`src/rtl/regwin_pkg.sv`:
```
package regwin_pkg;
  localparam int HOST_AW = 7;
  localparam logic [HOST_AW-1:0] ADDR_CHAN = 7'h38;
  localparam logic [HOST_AW-1:0] ADDR_CSR  = 7'h3A;
  localparam logic [HOST_AW-1:0] ADDR_OFS  = 7'h3B;
  localparam logic [HOST_AW-1:0] ADDR_DATA = 7'h3C;
  localparam int BUSY_BIT = 8;
  localparam logic [1:0] CMD_FETCH = 2'b10;
  localparam logic [1:0] CMD_STORE = 2'b01;

  typedef struct packed {
    logic ldChan;
    logic ldOfs;
    logic ldData;
    logic capRd;
  } dpCtl_t;
endpackage

```
`src/rtl/regwin_ctrl.sv`:
```
module regwin_ctrl
  import regwin_pkg::*;
#(
  parameter int DATA_W = 16
) (
  input  logic               clk,
  input  logic               rstN,
  input  logic               hostWrEn,
  input  logic [HOST_AW-1:0] hostAddr,
  input  logic [DATA_W-1:0]  hostWrData,
  input  logic               beAck,
  output logic               busy,
  output logic               opWrite,
  output logic [1:0]         mode,
  output dpCtl_t             ctl
);
  logic busyQ;
  logic opWrQ;
  logic [1:0] modeQ;
  logic wrOk;
  logic wrCsr;
  logic startFetch;
  logic startStore;

  assign wrOk       = hostWrEn && !busyQ;
  assign wrCsr      = wrOk && (hostAddr == ADDR_CSR);
  assign startFetch = wrCsr && (hostWrData[1:0] == CMD_FETCH);
  assign startStore = wrCsr && (hostWrData[1:0] == CMD_STORE);

  always_ff @(posedge clk) begin
    if (!rstN) begin
      busyQ <= 1'b0;
      opWrQ <= 1'b0;
      modeQ <= 2'b00;
    end else begin
      if (wrCsr) modeQ <= hostWrData[3:2];
      if (startFetch || startStore) begin
        busyQ <= 1'b1;
        opWrQ <= startStore;
      end else if (busyQ && beAck) begin
        busyQ <= 1'b0;
      end
    end
  end

  always_comb begin
    ctl.ldChan = wrOk && (hostAddr == ADDR_CHAN);
    ctl.ldOfs  = wrOk && (hostAddr == ADDR_OFS);
    ctl.ldData = wrOk && (hostAddr == ADDR_DATA);
    ctl.capRd  = busyQ && beAck && !opWrQ;
  end

  assign busy    = busyQ;
  assign opWrite = opWrQ;
  assign mode    = modeQ;
endmodule

```
`src/rtl/regwin_dp.sv`:
```
module regwin_dp
  import regwin_pkg::*;
#(
  parameter int CHAN_W = 2,
  parameter int OFS_W  = 9,
  parameter int DATA_W = 16
) (
  input  logic               clk,
  input  logic               rstN,
  input  dpCtl_t             ctl,
  input  logic [HOST_AW-1:0] hostAddr,
  input  logic [DATA_W-1:0]  hostWrData,
  input  logic [DATA_W-1:0]  beRdData,
  input  logic               busy,
  input  logic [1:0]         mode,
  output logic [DATA_W-1:0]  hostRdData,
  output logic [CHAN_W-1:0]  beChan,
  output logic [OFS_W-1:0]   beOffset,
  output logic [DATA_W-1:0]  beWrData
);
  logic [CHAN_W-1:0] chanQ;
  logic [OFS_W-1:0]  ofsQ;
  logic [DATA_W-1:0] dataQ;
  logic [DATA_W-1:0] csrView;

  always_ff @(posedge clk) begin
    if (!rstN) begin
      chanQ <= '0;
      ofsQ  <= '0;
      dataQ <= '0;
    end else begin
      if (ctl.ldChan) chanQ <= hostWrData[CHAN_W-1:0];
      if (ctl.ldOfs)  ofsQ  <= hostWrData[OFS_W-1:0];
      if (ctl.capRd)       dataQ <= beRdData;
      else if (ctl.ldData) dataQ <= hostWrData;
    end
  end

  always_comb begin
    csrView = '0;
    csrView[BUSY_BIT] = busy;
    csrView[3:2] = mode;
    case (hostAddr)
      ADDR_CHAN: hostRdData = DATA_W'(chanQ);
      ADDR_CSR:  hostRdData = csrView;
      ADDR_OFS:  hostRdData = DATA_W'(ofsQ);
      ADDR_DATA: hostRdData = dataQ;
      default:   hostRdData = '0;
    endcase
  end

  assign beChan   = chanQ;
  assign beOffset = ofsQ;
  assign beWrData = dataQ;
endmodule

```
`src/rtl/regwin_bridge.sv`:
```
module regwin_bridge
  import regwin_pkg::*;
#(
  parameter int CHAN_W = 2,
  parameter int OFS_W  = 9,
  parameter int DATA_W = 16
) (
  input  logic               clk,
  input  logic               rstN,
  input  logic               hostWrEn,
  input  logic [HOST_AW-1:0] hostAddr,
  input  logic [DATA_W-1:0]  hostWrData,
  output logic [DATA_W-1:0]  hostRdData,
  output logic               beReq,
  output logic               beWe,
  output logic [CHAN_W-1:0]  beChan,
  output logic [OFS_W-1:0]   beOffset,
  output logic [DATA_W-1:0]  beWrData,
  input  logic               beAck,
  input  logic [DATA_W-1:0]  beRdData
);
  dpCtl_t ctl;
  logic busy;
  logic opWrite;
  logic [1:0] mode;

  regwin_ctrl #(.DATA_W(DATA_W)) u_ctrl (
    .clk(clk), .rstN(rstN), .hostWrEn(hostWrEn), .hostAddr(hostAddr),
    .hostWrData(hostWrData), .beAck(beAck), .busy(busy), .opWrite(opWrite),
    .mode(mode), .ctl(ctl)
  );

  regwin_dp #(.CHAN_W(CHAN_W), .OFS_W(OFS_W), .DATA_W(DATA_W)) u_dp (
    .clk(clk), .rstN(rstN), .ctl(ctl), .hostAddr(hostAddr),
    .hostWrData(hostWrData), .beRdData(beRdData), .busy(busy), .mode(mode),
    .hostRdData(hostRdData), .beChan(beChan), .beOffset(beOffset),
    .beWrData(beWrData)
  );

  assign beReq = busy;
  assign beWe  = opWrite;
endmodule

```
`config.mk`:
```
export PLATFORM = sky130hd
export DESIGN_NAME = regwin_bridge
export DESIGN_NICKNAME = d
export VERILOG_FILES = /design/src/rtl/regwin_pkg.sv /design/src/rtl/regwin_ctrl.sv /design/src/rtl/regwin_dp.sv /design/src/rtl/regwin_bridge.sv
export SDC_FILE = /design/constraint.sdc
export NUM_CORES = 1
export LEC_CHECK = 0
export BUFFER_PORTS_ARGS = -buffer_cell sky130_fd_sc_hd__buf_2
export CORE_ASPECT_RATIO = 0.7
export CORE_MARGIN = 2
export CORE_UTILIZATION = 49
export DETAILED_ROUTE_END_ITERATION = 10
export MAX_ROUTING_LAYER = met4
export PLACE_DENSITY = 0.85
export SLEW_MARGIN = 40
export SYNTH_ARGS = -nofsm -noshare
export SYNTH_HDL_FRONTEND = slang
export SYNTH_HIERARCHICAL = 1
export SYNTH_SLANG_ARGS = --single-unit
export TNS_END_PERCENT = 20
```
`constraint.sdc`:
```
create_clock -name clk -period 2.75 [get_ports clk]
set_clock_uncertainty 0.2 [all_clocks]
set_input_delay 0.1375 -clock clk [delete_from_list [all_inputs] [get_ports clk]]
set_output_delay 0.1375 -clock clk [all_outputs]
set_load 0.02 [all_outputs]
```
Word-level counts from Yosys, hierarchy flattened. Cells that the tools add are included.

Flip-flop bits (word level): 31. Output and inout bits: 45.

Equal/unequal tests: 6. Muxes and demuxes: 5. Reductions and logical operators: 14.

Operator list (count): $pmux W16 S4 (1); $mux W16 (2); $eq A7 B6 Y1 const B (4); $logic_and A1 B1 Y1 (9); $reduce_bool A2 Y1 (2); $eq A2 B1 Y1 const B (1); $eq A2 B2 Y1 const B (1); $logic_not A1 Y1 (2); $mux W1 (2); $logic_or A1 B1 Y1 (1).

Longest topological paths before layout.
Depth in word-level cells: 6. Gate-level depth with buffers: 7.

Cells and area by module. The synthesis kept the hierarchy.

Modules (own cells, without submodules): regwin_dp (instances 1, cells each 159, area an instance 1440.1 um2); regwin_ctrl (instances 1, cells each 30, area an instance 285.3 um2).

Worst setup path after synthesis. No wires, ideal clock.

Path kind: reg-to-reg. Start: reg u_ctrl.busyQ, in the netlist u_ctrl/busy. End: reg u_dp.dataQ[10], in the netlist u_dp/beWrData[10]. Setup time: 0.115 ns. Arrival time: 1.580 ns. Data required time: 2.435 ns. Setup slack: 0.855 ns. Stages on the path, launching flop included: 8. Path buffers: 2. Cells stage by stage: dfxtp_1 > nand3b_4 > nor4b_1 > buf_4 > buf_6 > mux2i_1 > o21ai_1 > and2_1.

RTL lines: from (decl) (line regwin_ctrl.sv:17) `logic busyQ;`; from (signal assigned) (line regwin_ctrl.sv:32) `busyQ <= 1'b0;`; from (signal assigned) (line regwin_ctrl.sv:38) `busyQ <= 1'b1;`; from (signal assigned) (line regwin_ctrl.sv:41) `busyQ <= 1'b0;`; to (signal assigned) (line regwin_dp.sv:34) `if (ctl.capRd) dataQ <= beRdData;`; to (signal assigned) (line regwin_dp.sv:35) `else if (ctl.ldData) dataQ <= hostWrData;`; to (decl) (line regwin_dp.sv:23) `logic [DATA_W-1:0] dataQ;`.

==> impl_metrics.csv <==
group,metric,value,unit
status,status,"complete, no violations",
global_route,grt_first_pass_wirelength,8090,microns
job,max-cap-violations,0,
floorplan,initial_core_util,0.530,
worst_setup_path,cp-end-kind,"flop",
floorplan,die_y,53.6,microns
worst_setup_path,crit_path_start,"u_ctrl/busy",
yosys,yosys-top-cells-area,"dfxtp_1 36%, mux2i_1 17%, and2_1 8.3%",
global_route,overflow,0,
yosys,yosys_warnings,6,
drt,num_vias,1779,
floorplan,rows,17,
timing,layout_setup_ws,0.832,ns
final_layout,diodes,0,
clock_network,cts_tree,"done",
clock_network,cts_buffer_depth,2,
yosys,syn_nets,232,
power_and_ir_drop,ir_drop,0.325,mV
final_layout,stdcell_count,346,
final_layout,syn2layout_area_growth,46.6,%
place,dp.cells,315,
yosys,yosysTopAreaCell,"dfxtp_1",
yosys,synth_compound_area_frac,0.100,
floorplan,die_x,74.9,microns
drt,wl_met1,2310,microns
yosys,syn_area,1730,sq um
yosys,synth_edf_count,0,
clock_network,clock-sinks,31,
timing,setup_viol,0,
worst_setup_path,cp_max_fo,16,
hold_path,hp-class,"input pin to flop",
drt,drt_first_pass_iters,4,
clock_network,htreeDepth,2,
place,gp_congestion,0.781,
yosys,seq_area_frac_synth,0.360,
final_layout,final_core_util,0.777,
timing,timing.final.crit_period,1.92,ns
floorplan,io_pins,88,
global_route,antenna_found_initial,0,
drt,post-route-drc-count,0,
yosys,synthSimpleGateAreaFrac,0.297,
power_and_ir_drop,p_per_area,380,nW/um^2
worst_setup_path,path_class,"flop to flop",
worst_setup_path,required,2.73,ns
worst_setup_path,rr_startpoint,"u_ctrl/busy",
drt,met3_wirelength,476,microns
clock_network,cts_resized,0,
clock_network,cts_root_buf,"clkbuf_8",
yosys,synth_cells,189,
timing,rsz0062_at_grt,"no",
floorplan,core_area,3250,sq um
yosys,ys_seq_elements,31,
yosys,synthFlopType,"dfxtp_1",
timing,final-hold-violation-count,0,
yosys,synth-adder-area-share,0,
global_route,grt_usage,0.282,
clock_network,post-cts-setup-buffer-count,0,
place,hpwl,3340,microns
yosys,synth_top_family_by_area,"simple AND/OR/NAND/NOR gates",
yosys,async_flop_share,0,
yosys,netlist.area_leader.share,0.360,
final_layout,final_nets,341,
yosys,synth_xor_area_frac,0.00508,
worst_setup_path,arrival,1.90,ns
drt,antenna_left,0,
place,port_buffers,87,
clock_network,clock_latency,0.28,ns
drt,wl,5120,microns
yosys,synth.area.mux_share,0.201,
worst_setup_path,worstSetupStartpointType,"flop",
timing,tightest_slew,0.588,ns
global_route,grt_max_degree,37,
drt,drtIter0Drc,132,
yosys,ys_types,34,
power_and_ir_drop,leakage,1.12,nW
global_route,grt_pass1_vias,1691,
timing,fmaxAchievable,521,MHz
timing,finalCritPeriodShare,0.697,
final_layout,final_area,2530,sq um
hold_path,worstHoldStart,"hostWrData[0]",
final_layout,drive_gt1_frac,0.371,
yosys,avgSynthCellArea,9.13,sq um
timing,relSlewSlack,0.604,
drt,post_drt_via_cell_ratio,5.14,
yosys,synth_common_cells,"31 x dfxtp_1, 29 x mux2i_1, 23 x and2_1",
clock_network,cts_inserted_buffers,5,
yosys,yosysMostFrequentCell,"dfxtp_1",
drt,avgRoutedWirePerCell,14.8,microns
clock_network,path_clk_slew,0.07,ns
drt,top_layer_used,"met4",
place,dpl_cell_area,2190,sq um
timing,drv_slew,0,
place,place_ws,0.757,ns
floorplan,fp.dieArea,4020,sq um
clock_network,hold_buffers,23,
timing,setup-tns-final,0,ns
drt,wl_met2,2230,microns
==> final cells by class <==
cell class                      instances  area, sq um
Timing Repair Buffer                  113          688
Fill cell                             228          726
Tap cell                               47         58.8
Sequential cell                        31          621
Clock inverter                          1         7.51
Clock buffer                            7         96.3
Multi-Input combinational cell        146         1050
Inverter                                1         3.75
==> routing by layer <==
metal,GRT usage,vias up
li1,-,877
met1,0.367,801
met2,0.427,91
met3,0.0805,10
met4,0.0893,0
met5,-,-
==> where the power goes <==
| part | internal (mW) | switching (mW) |
|---|---|---|
| Combinational | 0.0586 | 0.0479 |
| Sequential | 0.450 | 0.00135 |
| Clock | 0.227 | 0.176 |
==> critical path: stages (launching register included) <==
cell	delay, ns
dfxtp_1	0.34
nand3b_4	0.21
nor4b_2	0.23
buf_4	0.33
mux2i_1	0.23
o21ai_1	0.09
and2_1	0.18
==> placed cells by master, fill, tap and decap left out <==
cell / synthesis / final
nand2b_1: 1 / 1
nor2b_1: 11 / 11
and2b_1: 2 / 2
nor4b_2: 0 / 1
and3b_1: 2 / 2
buf_2: 1 / 87
clkbuf_8: 0 / 7
o21ai_0: 6 / 6
nor3b_4: 1 / 1
dfxtp_1: 31 / 31
clkinvlp_4: 0 / 1
nor2_2: 0 / 1
nand4bb_4: 1 / 1
inv_1: 1 / 1
o211ai_1: 1 / 1
nor2_1: 11 / 10
nand2_1: 21 / 21
buf_4: 1 / 3
nand3_1: 1 / 1
nor4_1: 1 / 1
o21ai_1: 10 / 10
dlygate4sd3_1: 0 / 23
and2_1: 23 / 23
a22oi_1: 9 / 9
mux2_2: 5 / 5
o311ai_0: 1 / 1
nand3b_4: 1 / 1
nor3_2: 1 / 2
nand4b_2: 1 / 1
a31o_1: 1 / 1
mux2i_1: 29 / 29
nand4b_1: 1 / 1
xor2_1: 1 / 1
or4_1: 1 / 1
nand3b_1: 1 / 1
==> path summary, 6_finish.rpt <==
| path | end | slack, ns | cells past startpoint |
|---|---|---|---|
| setup reg to reg | u_dp/beWrData[12] | 0.83 | 6 |
| setup / recovery | u_dp/beWrData[12] | 0.83 | 6 |
| hold / removal | u_dp/beOffset[0] | 0.009 | 3 |
| hold reg to reg | u_ctrl/mode[1] | 0.27 | 2 |
==> registers in the layout (all words and copies together) (netlist names) <==
| name | count |
|---|---|
| u_ctrl/busy | 1 |
| u_dp/beOffset | 9 |
| u_ctrl/opWrite | 1 |
| u_ctrl/mode | 2 |
| u_dp/beChan | 2 |
| u_dp/beWrData | 16 |
==> kinds of logic after synthesis <==
logic type,Yosys count
xor+xnor,1
simple gates,83
mux,34
compound gates,28
flops,31
buf+inv,12
==> through the flow <==
stage | power, mW | hold WS (ns)
6_report | 0.961 | 0.00864
3_3_place_gp | 0.540 | 0.214
2_1_floorplan | 0.494 | 0.0657
4_1_cts | 0.964 | 0.00735
3_5_place_dp | 0.541 | 0.220
5_1_grt | 0.999 | 0.0367
No activity file was read; power rests on OpenSTA's default activity.
